--- src/rtl/gshut_pkg.sv ---
package gshut_pkg;

    typedef enum logic [2:0] {
        ST_IDLE,
        ST_PRE,
        ST_EXPO,
        ST_POST,
        ST_READ,
        ST_FIN
    } seq_st_e;

    typedef struct packed {
        logic in_reset;
        logic expo;
        logic hold;
        logic read;
    } phase_t;

    function automatic phase_t decode_phase(seq_st_e s);
        phase_t p;
        p.in_reset = (s == ST_IDLE) || (s == ST_PRE) || (s == ST_POST) || (s == ST_FIN);
        p.expo     = (s == ST_EXPO);
        p.hold     = (s == ST_POST) || (s == ST_READ);
        p.read     = (s == ST_READ);
        return p;
    endfunction

endpackage

--- src/rtl/gshut_strobe.sv ---
module gshut_strobe #(
    parameter int CNT_W = 8,
    parameter int TW    = CNT_W + 1
) (
    input  logic             clk,
    input  logic             rst,
    input  logic             load_i,
    input  logic [CNT_W-1:0] ofs_i,
    input  logic [CNT_W-1:0] wid_i,
    input  logic             expo_i,
    input  logic             hold_i,
    input  logic [TW-1:0]    timer_i,
    output logic [TW-1:0]    end_t_o,
    output logic             start_n_o,
    output logic             end_n_o
);

    logic [CNT_W-1:0] ofs_q;
    logic [CNT_W-1:0] wid_q;
    logic             start_hit;
    logic             end_hit;

    always_ff @(posedge clk) begin
        if (rst) begin
            ofs_q <= '0;
            wid_q <= CNT_W'(1);
        end else if (load_i) begin
            ofs_q <= ofs_i;
            wid_q <= (wid_i == '0) ? CNT_W'(1) : wid_i;
        end
    end

    assign end_t_o   = TW'(ofs_q) + TW'(wid_q);
    assign start_hit = expo_i && (timer_i >= TW'(ofs_q));
    assign end_hit   = expo_i && (timer_i >= end_t_o);
    assign start_n_o = !(start_hit || hold_i);
    assign end_n_o   = !(end_hit || hold_i);

endmodule

--- src/rtl/gshut_rows.sv ---
module gshut_rows #(
    parameter int N_ROWS = 32,
    parameter int RW     = (N_ROWS > 1) ? $clog2(N_ROWS) : 1
) (
    input  logic              clk,
    input  logic              rst,
    input  logic              load_i,
    input  logic              adv_i,
    input  logic              read_i,
    output logic [N_ROWS-1:0] row_sel_o,
    output logic              last_o
);

    logic [RW-1:0] row_q;

    assign last_o = (row_q == RW'(N_ROWS - 1));

    always_ff @(posedge clk) begin
        if (rst || load_i) begin
            row_q <= '0;
        end else if (adv_i && !last_o) begin
            row_q <= row_q + RW'(1);
        end
    end

    for (genvar r = 0; r < N_ROWS; r++) begin : g_sel
        assign row_sel_o[r] = read_i && (row_q == RW'(r));
    end

endmodule

--- src/rtl/gshut_ctrl.sv ---
module gshut_ctrl
    import gshut_pkg::*;
#(
    parameter int TW      = 9,
    parameter int RST_CYC = 4
) (
    input  logic          clk,
    input  logic          rst,
    input  logic          trig_i,
    input  logic          rd_done_i,
    input  logic          row_last_i,
    input  logic [TW-1:0] last_end_i,
    output seq_st_e       st_o,
    output logic [TW-1:0] timer_o,
    output logic          load_o,
    output logic          row_adv_o,
    output logic          busy_o,
    output logic          done_o
);

    localparam logic [TW-1:0] RST_LAST = TW'(RST_CYC - 1);

    seq_st_e       st_q;
    logic [TW-1:0] tmr_q;
    logic          done_q;

    assign load_o    = (st_q == ST_IDLE) && trig_i;
    assign row_adv_o = (st_q == ST_READ) && rd_done_i;

    always_ff @(posedge clk) begin
        if (rst) begin
            st_q   <= ST_IDLE;
            tmr_q  <= '0;
            done_q <= 1'b0;
        end else begin
            case (st_q)
                ST_IDLE: if (trig_i) begin
                    st_q   <= ST_PRE;
                    tmr_q  <= '0;
                    done_q <= 1'b0;
                end
                ST_PRE: begin
                    if (tmr_q == RST_LAST) begin
                        st_q  <= ST_EXPO;
                        tmr_q <= '0;
                    end else begin
                        tmr_q <= tmr_q + TW'(1);
                    end
                end
                ST_EXPO: begin
                    if (tmr_q >= last_end_i) begin
                        st_q  <= ST_POST;
                        tmr_q <= '0;
                    end else begin
                        tmr_q <= tmr_q + TW'(1);
                    end
                end
                ST_POST: begin
                    if (tmr_q == RST_LAST) begin
                        st_q  <= ST_READ;
                        tmr_q <= '0;
                    end else begin
                        tmr_q <= tmr_q + TW'(1);
                    end
                end
                ST_READ: if (rd_done_i && row_last_i) begin
                    st_q  <= ST_FIN;
                    tmr_q <= '0;
                end
                ST_FIN: begin
                    if (tmr_q == RST_LAST) begin
                        st_q   <= ST_IDLE;
                        tmr_q  <= '0;
                        done_q <= 1'b1;
                    end else begin
                        tmr_q <= tmr_q + TW'(1);
                    end
                end
                default: st_q <= ST_IDLE;
            endcase
        end
    end

    assign st_o    = st_q;
    assign timer_o = tmr_q;
    assign busy_o  = (st_q != ST_IDLE);
    assign done_o  = done_q;

endmodule

--- src/rtl/gshut_seq.sv ---
module gshut_seq
    import gshut_pkg::*;
#(
    parameter int N_FRAMES = 4,
    parameter int N_ROWS   = 32,
    parameter int CNT_W    = 8,
    parameter int RST_CYC  = 4
) (
    input  logic                      clk,
    input  logic                      rst,
    input  logic                      trig_i,
    input  logic [N_FRAMES*CNT_W-1:0] frame_ofs_i,
    input  logic [N_FRAMES*CNT_W-1:0] frame_wid_i,
    input  logic                      rd_done_i,
    output logic                      pix_rst_o,
    output logic [N_FRAMES-1:0]       start_n_o,
    output logic [N_FRAMES-1:0]       end_n_o,
    output logic [N_ROWS-1:0]         row_sel_o,
    output logic                      busy_o,
    output logic                      frame_done_o
);

    localparam int TW = CNT_W + 1;

    seq_st_e       st;
    phase_t        ph;
    logic [TW-1:0] timer;
    logic [TW-1:0] last_end;
    logic [TW-1:0] end_t [N_FRAMES];
    logic          load;
    logic          row_adv;
    logic          row_last;

    assign ph        = decode_phase(st);
    assign pix_rst_o = ph.in_reset;

    always_comb begin
        last_end = '0;
        for (int k = 0; k < N_FRAMES; k++) begin
            if (end_t[k] > last_end) last_end = end_t[k];
        end
    end

    gshut_ctrl #(.TW(TW), .RST_CYC(RST_CYC)) i_ctrl (
        .clk        (clk),
        .rst        (rst),
        .trig_i     (trig_i),
        .rd_done_i  (rd_done_i),
        .row_last_i (row_last),
        .last_end_i (last_end),
        .st_o       (st),
        .timer_o    (timer),
        .load_o     (load),
        .row_adv_o  (row_adv),
        .busy_o     (busy_o),
        .done_o     (frame_done_o)
    );

    for (genvar k = 0; k < N_FRAMES; k++) begin : g_frame
        gshut_strobe #(.CNT_W(CNT_W), .TW(TW)) i_strobe (
            .clk       (clk),
            .rst       (rst),
            .load_i    (load),
            .ofs_i     (frame_ofs_i[k*CNT_W +: CNT_W]),
            .wid_i     (frame_wid_i[k*CNT_W +: CNT_W]),
            .expo_i    (ph.expo),
            .hold_i    (ph.hold),
            .timer_i   (timer),
            .end_t_o   (end_t[k]),
            .start_n_o (start_n_o[k]),
            .end_n_o   (end_n_o[k])
        );
    end

    gshut_rows #(.N_ROWS(N_ROWS)) i_rows (
        .clk       (clk),
        .rst       (rst),
        .load_i    (load),
        .adv_i     (row_adv),
        .read_i    (ph.read),
        .row_sel_o (row_sel_o),
        .last_o    (row_last)
    );

endmodule

--- config.mk ---
export PLATFORM = sky130hd
export DESIGN_NAME = gshut_seq
export DESIGN_NICKNAME = d
export VERILOG_FILES = /design/src/rtl/gshut_pkg.sv /design/src/rtl/gshut_strobe.sv /design/src/rtl/gshut_rows.sv /design/src/rtl/gshut_ctrl.sv /design/src/rtl/gshut_seq.sv
export SDC_FILE = /design/constraint.sdc
export NUM_CORES = 1
export LEC_CHECK = 0
export BUFFER_PORTS_ARGS = -buffer_cell sky130_fd_sc_hd__buf_2
export CORE_ASPECT_RATIO = 1.1
export CORE_MARGIN = 2
export CORE_UTILIZATION = 50
export DETAILED_ROUTE_END_ITERATION = 6
export PLACE_DENSITY = 0.68
export SLEW_MARGIN = 20
export SYNTH_ARGS = -nofsm -noshare
export SYNTH_HDL_FRONTEND = slang
export SYNTH_SLANG_ARGS = --single-unit
export TNS_END_PERCENT = 5
--- constraint.sdc ---
create_clock -name clk -period 9.3 [get_ports clk]
set_input_delay 2.79 -clock clk [delete_from_list [all_inputs] [get_ports clk]]
set_output_delay 2.79 -clock clk [all_outputs]
set_load 0.005 [all_outputs]
======== After elaboration in Yosys (flattened, before gate mapping) ========
Index checks and enable logic that the tools add are counted.
storage, ports and cells
  RAM bits ................................ 0
  output and inout port bits .............. 43
  ROM bits ................................ 0
  input port bits ......................... 68
  latch bits .............................. 0
  flip-flop bits (word level) ............. 82
  memories kept ........................... 0
cells by class
  reduce and logical (&&, ||, !) cells .... 79
  muxes and demuxes ....................... 23
  shift-type cells ........................ 0
  equality and inequality tests ........... 43
  divide/modulo/power cells ............... 0
  add/sub/neg operators ................... 6
  magnitude comparators ................... 13
  $mul .................................... 0
  bitwise gates (word level) .............. 0
operators by type and width
  kind                 count
  $eq 5x5->1 const B   16
  $mux 9               8
  $ge 9x9->1           5
  $logic_and 1x1->1    44
  $eq 5x4->1 const B   8
  $add 8x8->9          4
  $ge 9x8->1           4
  $pmux 9 s4           1
  $logic_not 8->1      4
  $mux 8               4
  $gt 9x9->1           3
  $eq 5x3->1 const B   4
  $mux 3               6
  $pmux 3 s6           1
  $logic_or 1x1->1     13
  $eq 5x2->1 const B   2
  $add 9x1->9 const B  1
  $eq 9x2->1 const B   1
  $gt 9x1->1 const B   1
  $logic_not 1->1      9
  $eq 3x2->1 const B   2
  $eq 3x3->1 const B   2
  $ne 2x1->1 const B   3
  $ne 2x2->1 const B   3
  other kinds (13)     15

======== Longest topological paths before layout ========
  depth in word-level cells ............... 12
  depth in mapped cells ................... 36
  mapped depth without buffers ............ 34

======== By module ========
From an unflattened synthesis, not the netlist that was laid out.
second synthesis, totals
  cells, all modules ...................... 939
  area, all modules ....................... 8,002.7 µm²
by module, submodules not included
  module                                  instances  area an instance (µm²)  sequential area each (µm²)  cells an instance
  gshut_strobe (g_frame[0].i_strobe ...)  3          1,332.5                 320.3                       150
  gshut_strobe (g_frame[3].i_strobe)      1          1,343.8                 320.3                       149
  gshut_seq                               1          1,101.1                 0.0                         139
  gshut_ctrl                              1          1,027.2                 260.2                       115
  gshut_rows                              1          533.0                   100.1                       86

======== Least setup slack after synthesis ========
OpenSTA, ideal clock, no wires.
  kind .................................... reg2reg
  start ................................... register g_frame[0].i_strobe.wid_q[0]
  end ..................................... register i_ctrl.tmr_q[4], in the netlist i_ctrl.timer_o[4]
  arrival ................................. 7.316 ns
  buffers on the path ..................... 1
  slack ................................... 1.910 ns
  cell stages (with the launch flop) ...... 33
  period minus slack after synthesis ...... 7.390 ns
  library setup time ...................... 0.074 ns
  path through ............................ dfxtp_1 > ha_1 > fa_1 > a21o_1 > a221oi_1 > o21bai_1 > a21oi_1 > ha_1 > nand2_1 > or3_1 > a21o_1 > nor2_1 > a21boi_0 > ha_1 > nand4_1 > nor3_1 > o221ai_1 > nand2_1 > ha_1 > a21o_1 > a21oi_1 > o21a_1 > o21a_1 > nor2_1 > o31ai_1 > ha_1 > a21o_1 > a2111oi_0 > a21boi_2 > a21oi_1 > buf_6 > nand3_1 > a31oi_1
between the ends
  cells in the longest elaborated chain, start to end .. 12
ends and longest elaborated chain
  element                 line                text
  start, declared         gshut_strobe.sv:19  logic [CNT_W-1:0] wid_q;
  start signal, assigned  gshut_strobe.sv:29  wid_q <= (wid_i == '0) ? CNT_W'(1) : wid_i;
  $add 8x8->9 (*)         gshut_strobe.sv:33  assign end_t_o = TW'(ofs_q) + TW'(wid_q);
  $gt 9x1->1              gshut_seq.sv:40     if (end_t[k] > last_end) last_end = end_t[k];
  $mux 9 (*)              gshut_seq.sv:40
  $gt 9x9->1              gshut_seq.sv:40
  $mux 9 (*)              gshut_seq.sv:40
  $gt 9x9->1              gshut_seq.sv:40
  $mux 9 (*)              gshut_seq.sv:40
  $gt 9x9->1              gshut_seq.sv:40
  $mux 9 (*)              gshut_seq.sv:40
  $ge 9x9->1 (*)          gshut_ctrl.sv:51    if (tmr_q >= last_end_i) begin
  $mux 9 (*)              gshut_ctrl.sv:51
  $pmux 9 s4 (*)          gshut_ctrl.sv:36    case (st_q)
  end signal, assigned    gshut_ctrl.sv:47    tmr_q <= tmr_q + TW'(1);
  end signal, assigned    gshut_ctrl.sv:55    tmr_q <= tmr_q + TW'(1);
  end signal, assigned    gshut_ctrl.sv:63    tmr_q <= tmr_q + TW'(1);
  end, declared           gshut_ctrl.sv:24    logic [TW-1:0] tmr_q;
Mark *: on every way between the ends. The rest lies on a longest branch, timed or not.
A chain may end at the register's enable or synchronous reset.

======== Final worst setup path ========
  start ................................... register g_frame[0].i_strobe.ofs_q[0]
  end ..................................... register i_ctrl.tmr_q[4], in the netlist i_ctrl.timer_o[4]
between the ends
  cells in the longest elaborated chain, start to end .. 12
ends and longest elaborated chain
  element                 line                text
  start, declared         gshut_strobe.sv:18  logic [CNT_W-1:0] ofs_q;
  start signal, assigned  gshut_strobe.sv:28  ofs_q <= ofs_i;
  $add 8x8->9 (*)         gshut_strobe.sv:33
  $gt 9x1->1              gshut_seq.sv:40
  $mux 9 (*)              gshut_seq.sv:40
  $gt 9x9->1              gshut_seq.sv:40
  $mux 9 (*)              gshut_seq.sv:40
  $gt 9x9->1              gshut_seq.sv:40
  $mux 9 (*)              gshut_seq.sv:40
  $gt 9x9->1              gshut_seq.sv:40
  $mux 9 (*)              gshut_seq.sv:40
  $ge 9x9->1 (*)          gshut_ctrl.sv:51
  $mux 9 (*)              gshut_ctrl.sv:51
  $pmux 9 s4 (*)          gshut_ctrl.sv:36
Marked as above.

==> flow_summary.toml <==
[die]
floorplan.die.height_um = 134.1
io_pins = 111
floorplan.initialDensity_pct = 51.10
die_area_um2 = 16390
die_w_um = 122.3
core.rowCount = 47
core_area_um2 = 15050

[clocking]
clock-sinks = 82
tritoncts.num_buffers = 9
clock_latency_ps = 350
deepest_level_of_the_cts_h_tree = 3
cts_hold_repair.buffers = 0
post_cts.repair.setup_buffers = 0
max-clock-path-buffers = 2
clkSlewWorstSetupHoldPaths_ps = 70
tritoncts = "done"
clock_tree.root_cell = "sky130_fd_sc_hd__clkbuf_16"

[grt]
gr-total-overflow = 0
grt_pass1_vias = 6754
pin_count_of_the_biggest_net_entering_global_routing = 74
first_pass_grt_wire_length_mm = 34.49
grt_usage_pct = 26.72
number_of_antenna_violations_at_the_first_check_in_global_routing = 0

[synthesis]
synthFlopType = "sky130_fd_sc_hd__dfxtp_1"
synthesis.area_per_instance_um2 = 7.527
synthArstFlopShare_pct = 0
netlist_area_um2 = 7692
synth_enable_flop_cells = 0
ys_warn_count = 0
synthesis.nets = 1237
distinct_cells_synth = 59
post_synth_inst_count = 1022
synth-seq-area-share_pct = 21.34
synth_seq_cells = 82
synth.top_cell.area_share_pct = 23.26
synth_area_leaders = "sky130_fd_sc_hd__ha_1, sky130_fd_sc_hd__dfxtp_1, sky130_fd_sc_hd__nand2_1"
synth_area_leader_cell = "sky130_fd_sc_hd__ha_1"

[routing]
topRoutingLayerUsed = "met4"
drtAntennaViolNets = 0
detail_route.vias_per_cell = 5.634
wl_met1_mm = 10.75
met2RoutedLength_mm = 9.427
detail_route.first_pass.iterations = 5
drt_iter0_drc = 448
num_vias = 7353
post-route-drc-count = 0
detail_route.wirelength_mm = 21.46
met3WireLength_um = 885
avgRoutedWirePerCell_um = 16.44

[final_layout]
fillerInstances = 1512
layout.cells.non_filler = 1305
insertedDiodeCount = 0
layout-area-overhead-vs-synth_pct = 12.67
final_net_count = 1319
multi_input_comb_area_um2 = 5542
drive_gt1_share_pct = 12.71
layout.cell_area.non_filler_um2 = 8667
ff_latch_area_um2 = 1642

[placed_design]
detailed_place.area_um2 = 8334
gpl.final_weighted_congestion = 0.9672
placed_cells = 1289
pre_cts_slack_ps = 803.8
dp_hpwl_mm = 16.23
buffer_ports.inserted = 110

[critical_path]
criticalPathCategory = "reg -> reg"
data_required_time_of_the_worst_path_ps = 9580
worstPathBufferInverterCount = 1
timing.critical_path.fanout_max = 11
worst_path_most_repeated_cell = "sky130_fd_sc_hd__ha_1"
critPathArrivalTime_ps = 8800
critical-path-slowest-cell = "sky130_fd_sc_hd__a221oi_1"
crit_path_end_kind = "flip-flop"
crit_path_start_kind = "flip-flop"
worst_r2r_src = "g_frame[0].i_strobe.ofs_q[0]$_SDFFE_PP0P_"
critical_path.top_delay_family = "compound AO/OA/AOI/OAI gates"
crit_path_max_incr_delay_ps = 520
setup.worst_path.start = "g_frame[0].i_strobe.ofs_q[0]$_SDFFE_PP0P_"

[timing]
worst_setup_skew_after_layout_ps = 11.29
fin_hold_ws_ps = 463.0
setup-violations-final = 0
tightestPinTransition_ps = 995.7
grt_setup_unrepaired = "false"
fmaxAchievable_mhz = 117.3
setup_total_negative_slack_ps = 0
fin_crit_ps = 8525
finalWorstSetupSlack_ps = 774.6
worst_slew_margin_rel_pct = 33.53
report.final.hold_viol_count = 0
drv_slew = 0
post-route-period-util_pct = 91.67

[power_and_ir_drop]
internal_power_mw = 1.736
irDropWorstVdd_uv = 209.1
powerDensity_nw_per_um2 = 412.3
clock_power_share_pct = 11.3
sw_ratio_pct = 51.43
power_switching_mw = 1.838
power.sequential.fraction_pct = 13.8
leakage_nw = 4.195
power.combinational.fraction_pct = 74.9

[worst_hold_path]
holdCritStartpoint = "g_frame[2].i_strobe.wid_q[4]$_SDFFE_PP0P_"
hold_class = "reg -> reg"

[run_status]
outcome = "finished, final reports clean"

[run]
max-cap-violations = 0
synth_stat cells (all sizes together) (3+ instances only):
cell / count
a211oi: 3
a21boi: 8
a21o: 35
a21oi: 112
a221oi: 4
a31oi: 6
and2: 3
and3: 8
buf: 18
clkbuf: 28
dfxtp: 82
fa: 4
ha: 143
inv: 81
nand2: 172
nand2b: 16
nand3: 35
nand4: 5
nor2: 56
nor2b: 4
nor3: 28
nor3b: 4
nor4: 7
o211ai: 12
o21a: 12
o21ai: 30
o21bai: 3
o221ai: 10
o22ai: 5
o311ai: 6
o31ai: 7
or2: 4
or3: 9
or4: 10
xnor2: 15
xor2: 16
stage by stage:
stage | total power [mW] | utilization [%]
2_1_floorplan | 2.496 | -
5_1_grt | 3.929 | 57.57
4_1_cts | 3.543 | 57.54
6_report | 3.574 | 57.57
3_5_place_dp | 3.125 | 55.36
3_3_place_gp | 3.118 | 55.36
routing by layer:
metal / global-route usage, % / vias up
met4: 7.599 / 0
li1: - / 3792
met3: 3.231 / 29
met1: 39.40 / 3370
met5: 0 / -
met2: 40.68 / 162
area by class of cell:
cell class | instances | area share [%]
Multi-Input combinational cell | 812 | 63.94
Inverter | 82 | 3.551
Timing Repair Buffer | 117 | 6.958
Clock buffer | 11 | 2.801
Clock inverter | 5 | 0.9817
Tap cell | 196 | 2.830
Sequential cell | 82 | 18.94
worst paths after layout:
| check | end | slack, ps | depth (start not counted) |
|---|---|---|---|
| max | i_ctrl.timer_o[4]$_SDFFE_PP0P_ | 770 | 32 |
| min | g_frame[2].i_strobe.wid_q[4]$_SDFFE_PP0P_ | 460 | 2 |
| max reg2reg | i_ctrl.timer_o[4]$_SDFFE_PP0P_ | 770 | 32 |
| min reg2reg | g_frame[2].i_strobe.wid_q[4]$_SDFFE_PP0P_ | 460 | 2 |
sequential cells by signal (all words and copies together), names as in the netlist:
signal                  flops
i_rows.row_q                5
g_frame.i_strobe.ofs_q     32
i_ctrl.done_o               1
g_frame.i_strobe.wid_q     32
i_ctrl.st_o                 3
i_ctrl.timer_o              9
power groups by stage:
stage | Combinational [mW] | Sequential [mW] | Clock, mW
final | 2.67 | 0.494 | 0.405
after global routing | 3.00 | 0.505 | 0.425
after CTS | 2.64 | 0.494 | 0.414
after detailed placement | 2.62 | 0.502 | 0
after global placement | 2.62 | 0.500 | 0
after floorplan | 2.03 | 0.465 | 0
cell families (layout without fill, tap and decap cells):
group / Yosys count / count (layout) / share of synthesized area [%]
AO/OA/AOI/OAI: 270 / 270 / 22.54
XOR/XNOR: 31 / 31 / 3.530
adder cells (fa/ha/maj): 147 / 147 / 24.30
buffers and inverters: 128 / 215 / 6.734
flip-flops: 82 / 82 / 21.34
multiplexers: 2 / 2 / 0.2603
AND/OR/NAND/NOR: 362 / 362 / 21.29
cells in the final DEF (no fill, tap or decap), drive strengths merged, types with 28 or more instances in the layout:
master	n
a21oi	112
inv	83
buf	117
nor2	56
nand3	35
a21o	35
dfxtp	82
o21ai	30
nand2	172
nor3	28
ha	143
worst register-to-register path: cells and delay by family, from the launching register on:
family	cells	cell delay, ps
AOI/OAI and AO/OA	17	4230
and+or+nand+nor	8	1910
adders and majority gates	6	1790
DFF	1	330
buffers and inverters	1	190
timing repair:
item | CTS | global route
endpoints found under the hold margin | 0 | 0
gates resized for setup | 0 | 1
setup endpoints to repair | 0 | 11
Power figures use the tool's default switching activity.
